$ cat config.mk
export PLATFORM = sky130hd
export DESIGN_NAME = core_pwr_seq
export DESIGN_NICKNAME = d
export VERILOG_FILES = /design/src/rtl/core_pwr_pkg.sv /design/src/rtl/cpw_step_timer.sv /design/src/rtl/cpw_stat_mux.sv /design/src/rtl/cpw_ctrl_regs.sv /design/src/rtl/cpw_seq_fsm.sv /design/src/rtl/core_pwr_seq.sv
export SDC_FILE = /design/constraint.sdc
export NUM_CORES = 1
export LEC_CHECK = 0
export ABC_AREA = 0
export BUFFER_PORTS_ARGS = -buffer_cell sky130_fd_sc_hd__buf_2
export CORE_UTILIZATION = 43
export DETAILED_ROUTE_END_ITERATION = 12
export GPL_ROUTABILITY_DRIVEN = 0
export GPL_TIMING_DRIVEN = 0
export PLACE_DENSITY = 0.84
export SETUP_SLACK_MARGIN = 0.4
export SLEW_MARGIN = 20
export SYNTH_ARGS = -nofsm -noshare
export SYNTH_HDL_FRONTEND = slang
export SYNTH_HIERARCHICAL = 1
export SYNTH_SLANG_ARGS = --single-unit
$ cat constraint.sdc
create_clock -name clk -period 2.95 [get_ports clk]
set_input_delay 0.4425 -clock clk [delete_from_list [all_inputs] [get_ports clk]]
set_output_delay 0.4425 -clock clk [all_outputs]
set_load 0.005 [all_outputs]
$ cat src/rtl/core_pwr_pkg.sv
package core_pwr_pkg;

  localparam int WORD_W = 32;

  // control word fields
  localparam int LON_LO    = 20;  // logic power-on, 2 bits
  localparam int LGOOD_LO  = 16;  // logic power-good, 2 bits
  localparam int LCLAMP    = 15;
  localparam int MPD_LO    = 8;   // memory power-down field
  localparam int MPD_W     = 4;
  localparam int MCLAMP    = 2;
  localparam int MON       = 1;
  localparam int MGOOD     = 0;

  // status word fields
  localparam int LON_ST_LO   = 28;
  localparam int LGOOD_ST_LO = 24;
  localparam int MON_ST      = 5;
  localparam int MGOOD_ST    = 4;

  localparam logic [WORD_W-1:0] CTRL_RST_WORD =
      (WORD_W'(1) << LCLAMP) | (WORD_W'((1 << MPD_W) - 1) << MPD_LO) |
      (WORD_W'(1) << MCLAMP);

  typedef enum logic [3:0] {
    ST_IDLE, ST_LON, ST_LON_W, ST_LGOOD, ST_LGOOD_W, ST_LCLAMP, ST_MPD,
    ST_MON, ST_MON_W, ST_MGOOD, ST_MGOOD_W, ST_MCLAMP, ST_REL
  } seq_state_e;

  typedef enum logic [2:0] {
    OP_NONE, OP_LON, OP_LGOOD, OP_LCLAMP, OP_MPD, OP_MON, OP_MGOOD, OP_MCLAMP
  } ctrl_op_e;

  typedef enum logic [1:0] {
    CHK_LON, CHK_LGOOD, CHK_MON, CHK_MGOOD
  } stat_chk_e;

endpackage

$ cat src/rtl/cpw_step_timer.sv
module cpw_step_timer #(
  parameter int TMO_W = 16
) (
  input  logic             clk,
  input  logic             rst,
  input  logic             run_i,
  input  logic [TMO_W-1:0] limit_i,
  output logic             expired_o
);

  logic [TMO_W-1:0] cnt_q;

  always_ff @(posedge clk) begin
    if (rst || !run_i) begin
      cnt_q <= '0;
    end else if (cnt_q != limit_i) begin
      cnt_q <= cnt_q + 1'b1;
    end
  end

  assign expired_o = (cnt_q == limit_i);

endmodule

$ cat src/rtl/cpw_stat_mux.sv
module cpw_stat_mux
  import core_pwr_pkg::*;
#(
  parameter int NUM_CORES = 2,
  parameter int CORE_W    = 1
) (
  input  logic [NUM_CORES*WORD_W-1:0] stat_i,
  input  logic [CORE_W-1:0]           core_i,
  input  stat_chk_e                   chk_i,
  output logic                        ok_o
);

  logic [WORD_W-1:0] word;
  logic              unused_stat;

  always_comb begin
    word = '0;
    for (int c = 0; c < NUM_CORES; c++) begin
      if (CORE_W'(c) == core_i) word = stat_i[c*WORD_W +: WORD_W];
    end
  end

  always_comb begin
    unique case (chk_i)
      CHK_LON:   ok_o = &word[LON_ST_LO +: 2];
      CHK_LGOOD: ok_o = &word[LGOOD_ST_LO +: 2];
      CHK_MON:   ok_o = word[MON_ST];
      CHK_MGOOD: ok_o = word[MGOOD_ST];
      default:   ok_o = 1'b0;
    endcase
  end

  assign unused_stat = ^word;

endmodule

$ cat src/rtl/cpw_ctrl_regs.sv
module cpw_ctrl_regs
  import core_pwr_pkg::*;
#(
  parameter int NUM_CORES = 2,
  parameter int CORE_W    = 1
) (
  input  logic                        clk,
  input  logic                        rst,
  input  ctrl_op_e                    op_i,
  input  logic [CORE_W-1:0]           core_i,
  output logic [NUM_CORES*WORD_W-1:0] ctrl_o
);

  for (genvar g = 0; g < NUM_CORES; g++) begin : g_core
    logic [WORD_W-1:0] word_q;

    always_ff @(posedge clk) begin
      if (rst) begin
        word_q <= CTRL_RST_WORD;
      end else if (core_i == CORE_W'(g)) begin
        case (op_i)
          OP_LON:    word_q[LON_LO +: 2]      <= 2'b11;
          OP_LGOOD:  word_q[LGOOD_LO +: 2]    <= 2'b11;
          OP_LCLAMP: word_q[LCLAMP]           <= 1'b0;
          OP_MPD:    word_q[MPD_LO +: MPD_W]  <= '0;
          OP_MON:    word_q[MON]              <= 1'b1;
          OP_MGOOD:  word_q[MGOOD]            <= 1'b1;
          OP_MCLAMP: word_q[MCLAMP]           <= 1'b0;
          default:   word_q                   <= word_q;
        endcase
      end
    end

    assign ctrl_o[g*WORD_W +: WORD_W] = word_q;
  end

endmodule

$ cat src/rtl/cpw_seq_fsm.sv
module cpw_seq_fsm
  import core_pwr_pkg::*;
#(
  parameter int NUM_CORES = 2,
  parameter int CORE_W    = 1,
  parameter int REL_BASE  = 13
) (
  input  logic              clk,
  input  logic              rst,
  input  logic              req_i,
  input  logic [CORE_W-1:0] req_core_i,
  input  logic              stat_ok_i,
  input  logic              tmo_i,
  output ctrl_op_e          op_o,
  output stat_chk_e         chk_o,
  output logic              wait_o,
  output logic [CORE_W-1:0] core_o,
  output logic              busy_o,
  output logic              done_o,
  output logic              err_o,
  output logic [2:0]        err_step_o,
  output logic [WORD_W-1:0] core_ctrl_o
);

  localparam logic [WORD_W-1:0] REL_RST = WORD_W'(1) << REL_BASE;

  seq_state_e        state_q;
  logic [CORE_W-1:0] core_q;
  logic              busy_q, done_q, err_q;
  logic [2:0]        step_q;
  logic [WORD_W-1:0] rel_q;
  logic [2:0]        wait_step;

  always_comb begin
    op_o      = OP_NONE;
    chk_o     = CHK_LON;
    wait_o    = 1'b0;
    wait_step = 3'd0;
    unique case (state_q)
      ST_LON:     op_o = OP_LON;
      ST_LGOOD:   op_o = OP_LGOOD;
      ST_LCLAMP:  op_o = OP_LCLAMP;
      ST_MPD:     op_o = OP_MPD;
      ST_MON:     op_o = OP_MON;
      ST_MGOOD:   op_o = OP_MGOOD;
      ST_MCLAMP:  op_o = OP_MCLAMP;
      ST_LON_W:   begin wait_o = 1'b1; chk_o = CHK_LON;   wait_step = 3'd1; end
      ST_LGOOD_W: begin wait_o = 1'b1; chk_o = CHK_LGOOD; wait_step = 3'd2; end
      ST_MON_W:   begin wait_o = 1'b1; chk_o = CHK_MON;   wait_step = 3'd5; end
      ST_MGOOD_W: begin wait_o = 1'b1; chk_o = CHK_MGOOD; wait_step = 3'd6; end
      default:    op_o = OP_NONE;
    endcase
  end

  always_ff @(posedge clk) begin
    if (rst) begin
      state_q <= ST_IDLE;
      core_q  <= '0;
      busy_q  <= 1'b0;
      done_q  <= 1'b0;
      err_q   <= 1'b0;
      step_q  <= 3'd0;
      rel_q   <= REL_RST;
    end else begin
      done_q <= 1'b0;
      err_q  <= 1'b0;
      if (wait_o && !stat_ok_i && tmo_i) begin
        err_q   <= 1'b1;
        step_q  <= wait_step;
        busy_q  <= 1'b0;
        state_q <= ST_IDLE;
      end else begin
        unique case (state_q)
          ST_IDLE: if (req_i) begin
            core_q <= req_core_i;
            if (rel_q[REL_BASE + int'(req_core_i)]) begin
              done_q <= 1'b1;
            end else begin
              busy_q  <= 1'b1;
              state_q <= ST_LON;
            end
          end
          ST_LON:     state_q <= ST_LON_W;
          ST_LON_W:   if (stat_ok_i) state_q <= ST_LGOOD;
          ST_LGOOD:   state_q <= ST_LGOOD_W;
          ST_LGOOD_W: if (stat_ok_i) state_q <= ST_LCLAMP;
          ST_LCLAMP:  state_q <= ST_MPD;
          ST_MPD:     state_q <= ST_MON;
          ST_MON:     state_q <= ST_MON_W;
          ST_MON_W:   if (stat_ok_i) state_q <= ST_MGOOD;
          ST_MGOOD:   state_q <= ST_MGOOD_W;
          ST_MGOOD_W: if (stat_ok_i) state_q <= ST_MCLAMP;
          ST_MCLAMP:  state_q <= ST_REL;
          ST_REL: begin
            rel_q[REL_BASE + int'(core_q)] <= 1'b1;
            done_q  <= 1'b1;
            busy_q  <= 1'b0;
            state_q <= ST_IDLE;
          end
          default:    state_q <= ST_IDLE;
        endcase
      end
    end
  end

  assign core_o      = core_q;
  assign busy_o      = busy_q;
  assign done_o      = done_q;
  assign err_o       = err_q;
  assign err_step_o  = step_q;
  assign core_ctrl_o = rel_q;

endmodule

$ cat src/rtl/core_pwr_seq.sv
module core_pwr_seq
  import core_pwr_pkg::*;
#(
  parameter int NUM_CORES = 2,
  parameter int TMO_W     = 16,
  parameter int REL_BASE  = 13,
  localparam int CORE_W   = (NUM_CORES > 1) ? $clog2(NUM_CORES) : 1
) (
  input  logic                        clk,
  input  logic                        rst,
  input  logic                        req_i,
  input  logic [CORE_W-1:0]           req_core_i,
  input  logic [TMO_W-1:0]            tmo_limit_i,
  input  logic [NUM_CORES*WORD_W-1:0] stat_i,
  output logic                        busy_o,
  output logic                        done_o,
  output logic                        err_o,
  output logic [2:0]                  err_step_o,
  output logic [NUM_CORES*WORD_W-1:0] pwr_ctrl_o,
  output logic [WORD_W-1:0]           core_ctrl_o
);

  ctrl_op_e          op;
  stat_chk_e         chk;
  logic              wait_act, stat_ok, tmo;
  logic [CORE_W-1:0] core_sel;

  cpw_seq_fsm #(.NUM_CORES(NUM_CORES), .CORE_W(CORE_W), .REL_BASE(REL_BASE)) u_fsm (
    .clk(clk), .rst(rst), .req_i(req_i), .req_core_i(req_core_i),
    .stat_ok_i(stat_ok), .tmo_i(tmo), .op_o(op), .chk_o(chk), .wait_o(wait_act),
    .core_o(core_sel), .busy_o(busy_o), .done_o(done_o), .err_o(err_o),
    .err_step_o(err_step_o), .core_ctrl_o(core_ctrl_o)
  );

  cpw_ctrl_regs #(.NUM_CORES(NUM_CORES), .CORE_W(CORE_W)) u_regs (
    .clk(clk), .rst(rst), .op_i(op), .core_i(core_sel), .ctrl_o(pwr_ctrl_o)
  );

  cpw_stat_mux #(.NUM_CORES(NUM_CORES), .CORE_W(CORE_W)) u_stat (
    .stat_i(stat_i), .core_i(core_sel), .chk_i(chk), .ok_o(stat_ok)
  );

  cpw_step_timer #(.TMO_W(TMO_W)) u_tmr (
    .clk(clk), .rst(rst), .run_i(wait_act), .limit_i(tmo_limit_i), .expired_o(tmo)
  );

endmodule

==> metrics.yaml <==
syn_to_final_growth_pct: 31.2
syn_inst: 341
slew_headroom_pct: 57.2
clk_pin_slew_worst_paths_ns: 0.08
synth-seq-area-share_pct: 29.3
worstSetupPathType: "flip-flop to flip-flop"
synth_ff_type: "dfxtp_1"
hpwl_um: 4770
cp_max_fo: 10
whs_ns: 0.402
reg2reg_slack_ns: 0.47
skew_ns: 0.00715
design_area_um2: 3850
violations: "DRC"
synthTopCellsByCount: "84 x buf_4, 43 x dfxtp_1, 23 x a21oi_1, 18 x xor2_1, 17 x nand2_1"
r2r_cells: 8
post-synth-top-count-cell: "buf_4"
cts_made_buffers: 5
rsz0062_at_grt: "true"
die_area_um2: 7160
htree_levels: 2
cts_hold_buf: 0
syn_area_per_cell_um2: 8.61
post-route-period-util_pct: 84.0
fill_cells: 599
num_rows: 29
clockBufferDepth: 2
antenna_cells: 0
required_ns: 3.14
finalHoldViolations: 0
tns_ns: 0
post-synth-top-area-fraction_pct: 29.3
drtIter0Drc: 114
clock-root-buffer: "clkbuf_8"
multi_input_area_um2: 1600
tightest_slew_ns: 0.640
start_kind: "flip-flop"
synth-edff-count: 0
viasPerCell: 4.60
synth_cell_types: 56
fin_ws_ns: 0.472
grtUsageTotal_pct: 17.5
grt_pass1_vias: 2304
placed_cell_area_um2: 3600
regArea_um2: 870
hp-class: "primary input to flip-flop"
grt_max_degree: 15
cp.arrival_ns: 2.67
instances_no_fill: 566
min_path_cells: 3
layout.nets: 573
ant_nets: 0
syn-cell-area_um2: 2940
dp_slack_ns: -0.0766
p_leak_nw: 1.90
route.detailed.drc: 8
async_reset_ff_share_pct: 0
die-width_um: 84.6
via_count: 2601
setup_viol: 0
maxCapViolations: 0
synth_seq_cells: 43
die_h_um: 84.6
dr.pass1.iters: 11
yosys.area.top_type: "dfxtp_1"
drive_gt1_share_pct: 41.1
drv_slew: 0
design.core.area_um2: 6460
tritoncts: "done"
portBuffers: 63
ys.warnings.count: 6
period_needed_ns: 2.48
clock_sinks: 43
routedWlPerCell_um: 11.2
insertion_delay_ns: 0.30
antenna_found_initial: 0
fmax_mhz: 404
grt_pass1_wl_um: 10200
status: "finished, violations left"
overflow: 0
synthTopCellsByArea: "dfxtp_1 29%, buf_4 21%, xor2_1 5.4%, a21oi_1 3.9%, nand4bb_1 2.3%"
cp-end-kind: "flip-flop"
start_util_pct: 45.5
peakVddDrop_v: 0.000164
dpl.cell_count: 549
routed_wl_um: 6340
io_pins: 186
p_per_area_nw_per_um2: 349
-- power by group --
| part | switching, mW | internal [mW] |
|---|---|---|
| Clock | 0.206 | 0.274 |
| Combinational | 0.118 | 0.137 |
| Sequential | 0.0176 | 0.592 |
-- state kept, by name (all words and copies together), names as in the netlist --
signal and flops:
u_fsm/err_step_o 3, u_tmr/cnt_q 16, u_fsm/state_q 4, u_regs/g_core.word_q 14, u_fsm/busy_o 1, u_fsm/done_o 1, u_fsm/core_ctrl_o 2, u_fsm/err_o 1
u_fsm/core_o 1
-- stage by stage --
step	util [%]	power [mW]
finish	59.6	1.35
floorplan	-	0.807
CTS	58.1	1.34
global route	59.6	1.41
detailed placement	55.8	0.864
global placement	55.8	0.858
-- worst max-delay path: stages, from the launching register on --
cell and delay [ns]:
dfxtp_1 0.41, buf_2 0.24, and3b_1 0.21, a21oi_1 0.20
nor2_1 0.08, mux4_2 0.32, or3b_4 0.44, o311a_1 0.31
a31o_1 0.18
-- cells by family after synthesis --
logic type,count (synthesis),share of synthesized area [%]
compound gates,60,12.8
xor+xnor,20,5.97
fa+ha+maj,1,0.426
buf+inv,109,26.7
flops,43,29.3
mux,7,3.02
other cells,2,0.256
simple gates,99,21.5
-- path summary, 6_finish.rpt --
| path | startpoint | endpoint |
|---|---|---|
| max | u_fsm/state_q[2] | u_fsm/err_step_o[2] |
| min | req_core_i | u_fsm/core_o |
| max reg2reg | u_fsm/state_q[2] | u_fsm/err_step_o[2] |
| min reg2reg | u_regs/g_core[1].word_q[1] | u_regs/g_core[1].word_q[1] |
-- cell usage in the layout, fill, tap and decap left out, types with 5 or more instances in the layout --
master / count
o21ai_1: 10
nand3_1: 5
conb_1: 70
buf_4: 92
nand4bb_1: 6
a21o_1: 6
nand2_1: 17
nand4_1: 7
dfxtp_2: 7
xor2_1: 17
or4_1: 8
nor2_1: 11
clkbuf_8: 6
buf_2: 66
or3_1: 10
inv_1: 12
dfxtp_1: 36
a21oi_1: 22
-- cell type report --
type / count / share of cell area (%)
Inverter: 13 / 1.33
Timing Repair Buffer: 72 / 10.0
Sequential cell: 43 / 22.6
Multi-Input combinational cell: 257 / 41.4
Clock buffer: 6 / 2.14
Clock inverter: 2 / 0.909
Buffer: 96 / 19.1
Tap cell: 77 / 2.50
-- timing repair --
action / in CTS / in global routing
gates resized for setup: 7 / 15
pin swaps: 2 / 6
buffers inserted: 1 / 8
cloned: 0 / 0
endpoints found under the hold margin: 0 / 0
setup endpoints to repair: 9 / 9
-- metal layers --
layer  share of wire, %  vias to the layer above  wire [µm]  track usage [%]
met5                  0                        -          0                0
met4               0.57                        0         36             5.08
met3                5.9                        4        372             4.13
met2                 51                       95       3230             31.9
met1                 43                     1166       2710             20.5
li1                   -                     1336          -                -
Power figures use the tool's default switching activity.
